**src/rtl/irqhub_pkg.sv**
```systemverilog
package irqhub_pkg;

    localparam int DATA_W    = 32;
    localparam int SRC_W     = 12;
    localparam int RAW_LSB   = 16;
    localparam int STEER_LSB = 30;
    localparam int STEER_W   = 2;
    localparam int BLK_W     = 3;
    localparam int OFF_W     = 3;
    localparam int ADDR_W    = BLK_W + OFF_W;

    // Implemented event sources: bits 0..6 and 11
    localparam logic [SRC_W-1:0] SRC_MASK = 12'h87F;
    localparam logic [BLK_W-1:0] HOST_BLK = 3'd7;

    typedef enum logic [OFF_W-1:0] {
        PREG_STAT  = 3'd0,
        PREG_ENSET = 3'd1,
        PREG_ENCLR = 3'd2,
        PREG_ERR   = 3'd3
    } port_reg_e;

    typedef enum logic [OFF_W-1:0] {
        HREG_STAT = 3'd0,
        HREG_CTL  = 3'd1
    } host_reg_e;

    typedef struct packed {
        logic [STEER_W-1:0] steer;
        logic [SRC_W-1:0]   en;
    } en_cfg_t;

    // Acknowledge bits may come from either half of the written word
    function automatic logic [SRC_W-1:0] ack_bits(input logic [DATA_W-1:0] d);
        return (d[SRC_W-1:0] | d[RAW_LSB +: SRC_W]) & SRC_MASK;
    endfunction

    function automatic logic [DATA_W-1:0] stat_word(input logic [SRC_W-1:0] st,
                                                    input logic [SRC_W-1:0] en);
        logic [DATA_W-1:0] w;
        w = '0;
        w[SRC_W-1:0]       = st & en;
        w[RAW_LSB +: SRC_W] = st;
        return w;
    endfunction

    function automatic logic [DATA_W-1:0] en_word(input en_cfg_t c);
        logic [DATA_W-1:0] w;
        w = '0;
        w[SRC_W-1:0]            = c.en;
        w[STEER_LSB +: STEER_W] = c.steer;
        return w;
    endfunction

endpackage

```
**src/rtl/irqhub_port.sv**
```systemverilog
module irqhub_port
    import irqhub_pkg::*;
#(
    parameter int ERR_W = 8
) (
    input  logic              clk,
    input  logic              rst,
    input  logic [SRC_W-1:0]  ev,
    input  logic              err_vld,
    input  logic [ERR_W-1:0]  err_code,
    input  logic              wr_stat,
    input  logic              wr_enset,
    input  logic              wr_enclr,
    input  logic              wr_err,
    input  logic [DATA_W-1:0] wdata,
    output logic [SRC_W-1:0]  stat_q,
    output en_cfg_t           cfg_q,
    output logic [ERR_W-1:0]  err_q,
    output logic              pending
);

    logic [SRC_W-1:0] clr_bits;
    logic [SRC_W-1:0] stat_d;
    logic             err_match;

    assign clr_bits  = wr_stat ? ack_bits(wdata) : '0;
    // Clear first, then OR in new events so a colliding event survives
    assign stat_d    = (stat_q & ~clr_bits) | (ev & SRC_MASK);
    assign err_match = (wdata == DATA_W'(err_q));

    always_ff @(posedge clk) begin
        if (rst) begin
            stat_q <= '0;
        end else begin
            stat_q <= stat_d;
        end
    end

    always_ff @(posedge clk) begin
        if (rst) begin
            cfg_q <= '0;
        end else if (wr_enset) begin
            cfg_q.en    <= cfg_q.en | (wdata[SRC_W-1:0] & SRC_MASK);
            cfg_q.steer <= wdata[STEER_LSB +: STEER_W];
        end else if (wr_enclr) begin
            cfg_q.en    <= cfg_q.en & ~wdata[SRC_W-1:0];
        end
    end

    always_ff @(posedge clk) begin
        if (rst) begin
            err_q <= '0;
        end else if (err_vld) begin
            err_q <= err_code;
        end else if (wr_err && err_match) begin
            err_q <= '0;
        end
    end

    assign pending = |(stat_q & cfg_q.en);

    // unimplemented positions never hold a bit
    p_unused_zero_r2: assert property (@(posedge clk) disable iff (rst)
        (stat_q & ~SRC_MASK) == '0);

    // an event is visible next cycle whatever the acknowledge did
    p_event_sticky_r3: assert property (@(posedge clk) disable iff (rst)
        (|(ev & SRC_MASK)) |=> ((stat_q & $past(ev & SRC_MASK)) == $past(ev & SRC_MASK)));

    // without events, acknowledged bits drop and the rest hold
    p_ack_clears_r4: assert property (@(posedge clk) disable iff (rst)
        (wr_stat && ev == '0) |=> (stat_q == ($past(stat_q) & ~$past(ack_bits(wdata)))));

    // steering only moves on a set-address write
    p_steer_hold_r7: assert property (@(posedge clk) disable iff (rst)
        !wr_enset |=> $stable(cfg_q.steer));

    // a matching write-back without a load empties the code
    p_err_clear_r10: assert property (@(posedge clk) disable iff (rst)
        (wr_err && err_match && !err_vld) |=> (err_q == '0));

endmodule

```
**src/rtl/irqhub_host.sv**
```systemverilog
module irqhub_host
    import irqhub_pkg::*;
#(
    parameter int NPORTS = 4
) (
    input  logic              clk,
    input  logic              rst,
    input  logic [NPORTS-1:0] pending,
    input  logic              wr_ctl,
    input  logic [DATA_W-1:0] wdata,
    output logic [NPORTS-1:0] host_ctl,
    output logic [NPORTS-1:0] irq
);

    always_ff @(posedge clk) begin
        if (rst) begin
            host_ctl <= '0;
        end else if (wr_ctl) begin
            host_ctl <= wdata[NPORTS-1:0];
        end
    end

    for (genvar p = 0; p < NPORTS; p++) begin : g_gate
        assign irq[p] = pending[p] & host_ctl[p];
    end

    // reset leaves every port gated off
    p_ctl_reset_r1: assert property (@(posedge clk)
        rst |=> (host_ctl == '0));

    // control register takes the written value
    p_ctl_write_r9: assert property (@(posedge clk) disable iff (rst)
        wr_ctl |=> (host_ctl == $past(wdata[NPORTS-1:0])));

endmodule

```
**src/rtl/port_irq_hub.sv**
```systemverilog
module port_irq_hub
    import irqhub_pkg::*;
#(
    parameter int NPORTS = 4,
    parameter int ERR_W  = 8
) (
    input  logic                    clk,
    input  logic                    rst,
    input  logic [NPORTS*SRC_W-1:0] ev_pulse,
    input  logic [NPORTS-1:0]       err_vld,
    input  logic [NPORTS*ERR_W-1:0] err_code,
    input  logic                    bus_wr,
    input  logic [ADDR_W-1:0]       bus_addr,
    input  logic [DATA_W-1:0]       bus_wdata,
    output logic [DATA_W-1:0]       bus_rdata,
    output logic [NPORTS-1:0]       irq,
    output logic [NPORTS*STEER_W-1:0] steer
);

    logic [BLK_W-1:0] blk;
    logic [OFF_W-1:0] off;
    assign blk = bus_addr[ADDR_W-1:OFF_W];
    assign off = bus_addr[OFF_W-1:0];

    logic [SRC_W-1:0] stat_a [NPORTS];
    en_cfg_t          cfg_a  [NPORTS];
    logic [ERR_W-1:0] err_a  [NPORTS];
    logic [NPORTS-1:0] pend;
    logic [NPORTS-1:0] host_ctl;

    for (genvar p = 0; p < NPORTS; p++) begin : g_port
        logic sel;
        assign sel = bus_wr && (blk == BLK_W'(p));

        irqhub_port #(.ERR_W(ERR_W)) u_port (
            .clk      (clk),
            .rst      (rst),
            .ev       (ev_pulse[p*SRC_W +: SRC_W]),
            .err_vld  (err_vld[p]),
            .err_code (err_code[p*ERR_W +: ERR_W]),
            .wr_stat  (sel && port_reg_e'(off) == PREG_STAT),
            .wr_enset (sel && port_reg_e'(off) == PREG_ENSET),
            .wr_enclr (sel && port_reg_e'(off) == PREG_ENCLR),
            .wr_err   (sel && port_reg_e'(off) == PREG_ERR),
            .wdata    (bus_wdata),
            .stat_q   (stat_a[p]),
            .cfg_q    (cfg_a[p]),
            .err_q    (err_a[p]),
            .pending  (pend[p])
        );

        assign steer[p*STEER_W +: STEER_W] = cfg_a[p].steer;
    end

    irqhub_host #(.NPORTS(NPORTS)) u_host (
        .clk      (clk),
        .rst      (rst),
        .pending  (pend),
        .wr_ctl   (bus_wr && blk == HOST_BLK && host_reg_e'(off) == HREG_CTL),
        .wdata    (bus_wdata),
        .host_ctl (host_ctl),
        .irq      (irq)
    );

    always_comb begin
        bus_rdata = '0;
        for (int p = 0; p < NPORTS; p++) begin
            if (blk == BLK_W'(p)) begin
                case (port_reg_e'(off))
                    PREG_STAT:  bus_rdata = stat_word(stat_a[p], cfg_a[p].en);
                    PREG_ENSET: bus_rdata = en_word(cfg_a[p]);
                    PREG_ENCLR: bus_rdata = en_word(cfg_a[p]);
                    PREG_ERR:   bus_rdata = DATA_W'(err_a[p]);
                    default:    bus_rdata = '0;
                endcase
            end
        end
        if (blk == HOST_BLK) begin
            case (host_reg_e'(off))
                HREG_STAT: bus_rdata = DATA_W'(pend);
                HREG_CTL:  bus_rdata = DATA_W'(host_ctl);
                default:   bus_rdata = '0;
            endcase
        end
    end

    // no line without an enabled pending request
    p_irq_needs_pend_r8: assert property (@(posedge clk) disable iff (rst)
        (irq & ~pend) == '0);

    // interrupt lines are quiet in the cycle after reset
    p_irq_reset_r1: assert property (@(posedge clk)
        rst |=> (irq == '0));

endmodule

```
**config.mk**
```make
export PLATFORM = sky130hd
export DESIGN_NAME = port_irq_hub
export DESIGN_NICKNAME = d
export VERILOG_FILES = /design/src/rtl/irqhub_pkg.sv /design/src/rtl/irqhub_port.sv /design/src/rtl/irqhub_host.sv /design/src/rtl/port_irq_hub.sv
export SDC_FILE = /design/constraint.sdc
export NUM_CORES = 1
export LEC_CHECK = 0
export ABC_AREA = 1
export BUFFER_PORTS_ARGS = -buffer_cell sky130_fd_sc_hd__buf_2
export CELL_PAD_IN_SITES_DETAIL_PLACEMENT = 0
export CELL_PAD_IN_SITES_GLOBAL_PLACEMENT = 1
export CORE_ASPECT_RATIO = 1.2
export CORE_UTILIZATION = 30
export CTS_CLUSTER_SIZE = 20
export DETAILED_ROUTE_END_ITERATION = 10
export PLACE_DENSITY_LB_ADDON = 0.1
export RECOVER_POWER = 50
export REMOVE_ABC_BUFFERS = 1
export SETUP_SLACK_MARGIN = 0.05
export SLEW_MARGIN = 25
export SYNTH_ARGS = -nofsm -noshare
export SYNTH_HDL_FRONTEND = slang
export SYNTH_SLANG_ARGS = --single-unit
```
**constraint.sdc**
```tcl
create_clock -name clk -period 2.05 [get_ports clk]
set_input_delay 0.41 -clock clk [delete_from_list [all_inputs] [get_ports clk]]
set_output_delay 0.41 -clock clk [all_outputs]
set_load 0.005 [all_outputs]
```
==> flow_metrics.env, run 1 <==
export IMPL_antenna_cells=0
export IMPL_drc=19
export IMPL_worst_ir_drop_vdd_uv=578
export IMPL_initial_utilization_pct=30.7
export IMPL_power_leakage_uw=0.00426
export IMPL_grt_busiest_layer="met2"
export IMPL_synth_edf_count=0
export IMPL_rsz0062_at_grt="yes"
export IMPL_finalSetupViolations=6
export IMPL_critical_path_max_stage_delay_ns=0.19
export IMPL_fin_setup_tns_ns=-0.416
export IMPL_crit_buf_inv=4
export IMPL_antenna_found_initial=0
export IMPL_row_count=59
export IMPL_clk_pin_slew_ns=0.06
export IMPL_ys_ff_latch=124
export IMPL_synth_flop_cell="dfxtp_1"
export IMPL_drtIter0Drc=536
export IMPL_num_vias=7675
export IMPL_critical_path_top_delay_family="buffers and inverters"
export IMPL_fp_dieW_um=139
export IMPL_grt_start_max_net_pins=97
export IMPL_io_pins=169
export IMPL_crit_chain="buf_12, nor2_4, nand2_4, nand2_8, clkinvlp_4, buf_4, o21ai_1, nand2_1, o21ai_2, buf_2"
export IMPL_finalCritPeriodShare_pct=105
export IMPL_critPathSlowestCell="clkinvlp_4"
export IMPL_period_needed_ns=2.15
export IMPL_outcome="finished, violations left"
export IMPL_grt_met2_usage_pct=44.2
export IMPL_antenna_left=0
export IMPL_arrival_ns=1.74
export IMPL_worstSetupPathType="in -> out"
export IMPL_whs_path_depth=3
export IMPL_vias_per_cell=5.06
export IMPL_dp_hpwl_um=22800
export IMPL_synth_avg_cell_area_um2=6.70
export IMPL_cts_buffers=17
export IMPL_max_cap_violations=0
export IMPL_synth_seq_area_share_pct=37.0
export IMPL_place_area_um2=8290
export IMPL_async_flop_share_pct=0
export IMPL_holdPathEnd="g_port[2].u_port.stat_q[3]"
export IMPL_endpoint_kind="output port"
export IMPL_r2r_setup_slack_ns=0.55
export IMPL_timing_final_max_slew_violations=0
export IMPL_setup_ws_ns=-0.0959
export IMPL_nets=1356
export IMPL_grt_pass1_vias=7359
export IMPL_tritoncts="yes"
export IMPL_syn_to_final_growth_pct=43.9
export IMPL_p_per_area_nw_per_um2=697
export IMPL_gp_congestion=0.932
export IMPL_ys_warn_count=0
export IMPL_cts_sinks=124
export IMPL_finalHoldViolations=0
export IMPL_htreeDepth=4
export IMPL_grt_pass1_wl_um=44600
export IMPL_hold_path_class="in -> reg"
export IMPL_crit_reg2reg_launch="g_port[0].u_port.err_q[0]"
export IMPL_yosysUniqueCellTypes=36
export IMPL_cts_buffer_depth=2
export IMPL_skew_ns=0.00337
export IMPL_r2r_end="g_port[0].u_port.err_q[0]"
export IMPL_routed_wl_um=30100
export IMPL_gr_usage_met1_pct=33.4
export IMPL_worst_path_max_fanout=6
export IMPL_final_area_um2=9670
export IMPL_final_cell_mix="nand2_1, buf_2, a21oi_1"
export IMPL_startpoint="bus_addr[1]"
export IMPL_port_buffers=142
export IMPL_synth_area_um2=6720
export IMPL_fmax_mhz=466
export IMPL_synth_cells=1002
export IMPL_met3_usage_pct=4.07
export IMPL_cts_root_buf="clkbuf_16"
export IMPL_hp_start="ev_pulse[27]"
export IMPL_die_area_um2=23000
export IMPL_cp_data_required_time_ns=1.64
export IMPL_wire_per_inst_um=19.8
export IMPL_grt_remaining_overflow=0
export IMPL_final_common_cell="nand2_1"
export IMPL_clock_latency_ns=0.43
export IMPL_start_kind="input pin"
export IMPL_drive_gt1_share_pct=34.5
export IMPL_firstDrtPassIters=8
export IMPL_r2r_cells=6
export IMPL_core_um2=21900
export IMPL_die_h_um=166
export IMPL_track_usage_pct=26.4
export IMPL_failed_checks="DRC, setup timing"
==> report_power, final <==
group / switching (µW) / internal (µW)
Combinational: 502 / 388
Clock: 1140 / 2090
Sequential: 110 / 2500
Total: 1750 / 4980
==> per-layer routing <==
metal | share of wire [%] | wire (µm) | up-vias
li1 | - | - | 3776
met1 | 44 | 13200 | 3585
met2 | 47 | 14200 | 255
met3 | 5.0 | 1500 | 59
met4 | 3.8 | 1140 | 0
met5 | 0 | 0 | -
==> cells in the mapped netlist, drive strengths merged (2+ instances only) <==
cell type / n / share of area (%)
a221oi: 3 / 0.39
inv: 94 / 5.3
o2bb2ai: 2 / 0.26
nand2: 232 / 13
a311oi: 4 / 0.52
nand3: 53 / 4.1
o211a: 2 / 0.30
xnor2: 23 / 3.0
dfxtp: 124 / 37
o2111ai: 2 / 0.26
nand4: 11 / 1.0
o21ai: 115 / 8.6
nor2: 96 / 6.3
clkbuf: 20 / 1.1
o22ai: 9 / 0.84
o211ai: 13 / 1.5
a22oi: 8 / 0.89
a31oi: 6 / 0.56
buf: 42 / 3.9
a21oi: 131 / 9.8
xor2: 4 / 0.52
==> logic make-up (layout without fill, tap and decap cells) <==
group	Yosys count	count (layout)	synth area share, %
compound gates	299	299	24.3
buf+inv	157	387	10.3
flops	124	124	37.0
xor+xnor	27	27	3.52
other cells	1	10	0.0558
simple gates	394	395	24.9
==> stage by stage <==
step	util (%)	power (µW)	setup WS, ns	cells	hold slack [ns]
finish	44.2	6740	-0.0959	1516	0.205
global route	44.2	6950	-0.173	1516	0.211
CTS	43.0	6730	-0.0910	1508	0.201
detailed placement	37.9	3430	-0.226	1461	0.441
global placement	37.9	3420	-0.189	1461	0.437
floorplan	-	2910	-0.147	949	0.427
==> how the worst max path moves through the flow <==
stage                     cells past startpoint  slack [ns]            to
after floorplan                               9       -0.15  bus_rdata[4]
after global placement                       12       -0.19  bus_rdata[3]
after detailed placement                     12       -0.23  bus_rdata[3]
after CTS                                    13       -0.09  bus_rdata[4]
after global routing                         11       -0.17  bus_rdata[0]
final                                        10        -0.1  bus_rdata[6]
==> final cells by class <==
class | count | area [µm²]
clock inverter | 5 | 105
inverter | 95 | 378
clock buffer | 25 | 515
sequential | 124 | 2540
fill | 2354 | 12200
timing repair buffer | 262 | 1870
multi-input combinational | 731 | 3910
tap | 274 | 343
==> tightest hold or removal path, cell delays in order <==
cell,delay (ns)
buf_2,0.09
inv_1,0.04
a21oi_1,0.05
==> what timing repair did <==
action | in CTS | in global routing
endpoints found under the setup margin | 23 | 25
pin swaps | 28 | 26
buffers inserted | 15 | 8
hold buffers | 0 | 0
resized for setup | 127 | 68
cloned | 2 | 0
No activity file was read; power rests on OpenSTA's default activity.
==> run 2: changes to the inputs <==
--- a/config.mk
+++ b/config.mk
@@ -8,12 +8,12 @@
 export ABC_AREA = 1
 export BUFFER_PORTS_ARGS = -buffer_cell sky130_fd_sc_hd__buf_2
 export CELL_PAD_IN_SITES_DETAIL_PLACEMENT = 0
-export CELL_PAD_IN_SITES_GLOBAL_PLACEMENT = 1
+export CELL_PAD_IN_SITES_GLOBAL_PLACEMENT = 2
 export CORE_ASPECT_RATIO = 1.2
-export CORE_UTILIZATION = 30
+export CORE_UTILIZATION = 29
 export CTS_CLUSTER_SIZE = 20
 export DETAILED_ROUTE_END_ITERATION = 10
-export PLACE_DENSITY_LB_ADDON = 0.1
+export PLACE_DENSITY_LB_ADDON = 0.2
 export RECOVER_POWER = 50
 export REMOVE_ABC_BUFFERS = 1
 export SETUP_SLACK_MARGIN = 0.05
==> run 2 against run 1 <==
  * The flow finishes with violations (setup timing)
  * Routed wire length grew 1.7%
  * Cell area shrank 1.4%
  * Cell count increased by 2.2%
  * Power decreased by 3.5%
  * Worst setup slack worse by 0.022 ns
  * Sequential power about the same
  * Via count grew 1.8%
==> flow_metrics.env, run 2 (synthesis gave the netlist of run 1 again) <==
export IMPL_period_needed_ns=2.17
export IMPL_hold_worst_slack_ns=0.219
export IMPL_crit_chain="buf_8, nor2_4, nand2_4, nand2_8, clkinvlp_4, o21ai_2, o21ai_1, nand2_1, a21oi_1, nand2_1, buf_2"
export IMPL_p_per_area_nw_per_um2=682
export IMPL_dp_slack_ns=-0.212
export IMPL_fmax_mhz=461
export IMPL_cts_buffers=17
export IMPL_worst_path_max_fanout=7
export IMPL_final_cell_mix="nand2_1, buf_2, a21oi_1"
export IMPL_setup_ws_ns=-0.118
export IMPL_rsz0062_at_grt="yes"
export IMPL_postCtsHoldBufs=0
export IMPL_drtIter0Drc=539
export IMPL_grt_remaining_overflow=0
export IMPL_worst_ir_drop_vdd_uv=529
export IMPL_timing_final_max_slew_violations=0
export IMPL_cts_buffer_depth=2
export IMPL_max_cap_violations=0
export IMPL_antenna_cells=0
export IMPL_die_h_um=169
export IMPL_start_kind="input pin"
export IMPL_crit_buf_inv=3
export IMPL_final_common_cell="nand2_1"
export IMPL_power_leakage_uw=0.00412
export IMPL_failed_checks="setup timing"
export IMPL_skew_ns=0.00277
export IMPL_antenna_found_initial=0
export IMPL_drive_gt1_share_pct=31.8
export IMPL_htreeDepth=4
export IMPL_vias_per_cell=5.04
export IMPL_port_buffers=142
export IMPL_critical_path_max_stage_delay_ns=0.23
export IMPL_dpl_cell_count=1499
export IMPL_grt_pass1_wl_um=45100
export IMPL_core_um2=22600
export IMPL_cp_common_cell="nand2_1"
export IMPL_cp_data_required_time_ns=1.64
export IMPL_grt_start_max_net_pins=97
export IMPL_drc=0
export IMPL_clk_pin_slew_ns=0.06
export IMPL_finalCritPeriodShare_pct=106
export IMPL_firstDrtPassIters=5
export IMPL_endpoint_kind="output port"
export IMPL_worstSetupPathType="in -> out"
export IMPL_syn_to_final_growth_pct=41.9
export IMPL_multi_input_area_um2=3860
export IMPL_arrival_ns=1.76
export IMPL_hold_path_class="in -> reg"
export IMPL_fin_cells=1550
export IMPL_wire_per_inst_um=19.7
export IMPL_critPathSlowestCell="clkinvlp_4"
export IMPL_die_area_um2=23800
export IMPL_dp_hpwl_um=23100
export IMPL_gp_congestion=0.878
export IMPL_routed_wl_um=30600
export IMPL_p_total_uw=6500
export IMPL_clock_latency_ns=0.42
export IMPL_nets=1353
export IMPL_timing_worst_slew_pin_value_ns=0.591
export IMPL_max_slew_margin_pct=60.6
export IMPL_io_pins=169
export IMPL_critical_path_top_delay_family="simple AND/OR/NAND/NOR gates"
export IMPL_finalHoldViolations=0
export IMPL_fp_dieW_um=141
export IMPL_row_count=60
export IMPL_tritoncts="yes"
export IMPL_regArea_um2=2500
export IMPL_fin_setup_tns_ns=-0.547
export IMPL_cts_root_buf="clkbuf_16"
export IMPL_track_usage_pct=26.1
export IMPL_num_vias=7812
export IMPL_grt_pass1_vias=7513
export IMPL_cts_sinks=124
export IMPL_fillers=2433
export IMPL_antenna_left=0
export IMPL_initial_utilization_pct=29.7
export IMPL_outcome="finished, violations left"
export IMPL_finalSetupViolations=8
==> run 2: cell count changes in the layout (fill, tap and decap cells not counted), moves of 8 or more <==
cell      delta
nand2_1      +9
buf_4        -8
dfxtp_2      -8
dfxtp_1     +14
clkbuf_1     +9
==> run 2: metal layers <==
metal	routed length, µm	global-route usage [%]	vias to the layer above
met1	13300	32.7	3722
met4	1100	11.4	0
met5	0	0	-
met2	14800	44.4	274
li1	-	-	3769
met3	1400	3.65	47
==> run 2: final timing paths <==
path,slack (ns),endpoint,start,depth (start not counted)
max,-0.12,bus_rdata[0],bus_addr[1],11
min,0.22,g_port[2].u_port.stat_q[6],ev_pulse[30],3
min reg2reg,0.45,g_port[2].u_port.cfg_q[9],g_port[2].u_port.cfg_q[9],2
max reg2reg,0.49,g_port[0].u_port.err_q[1],g_port[0].u_port.err_q[0],6
==> run 2: report_power, final <==
group	internal (µW)	leakage (µW)	total (µW)	switching, µW
logic	386	0.00283	891	505
clock network	1780	0.000268	3010	1220
registers	2500	0.00102	2610	107
total	4670	0.00412	6500	1830
==> run 2: worst register-to-register path: cells and delay by family, from the launching register on <==
family          cells  cell delay, ns
simple gates        4            0.73
compound gates      1            0.06
flops               1            0.48
xor+xnor            1            0.16
==> run 2: timing repair <==
action / CTS / global route
resized for setup: 116 / 57
buffers inserted: 15 / 2
cloned: 5 / 0
pin swaps: 35 / 31
setup endpoints to repair: 24 / 24
==> run 2: final cells by class <==
type                    instances  share of cell area [%]
clock inverters                14                    1.55
clock buffers                  17                    4.46
repair inverters                1                  0.0656
repair buffers                258                    19.0
flip-flops and latches        124                    26.3
inverters                      95                    4.13
multi-input cells             731                    40.5
well taps                     310                    4.07
==> run 2: metrics by stage <==
stage	utilization, %	area [µm²]
floorplan	-	6420
global placement	36.7	8300
detailed placement	36.7	8300
CTS	41.8	9440
global route	42.2	9530
finish	42.2	9530
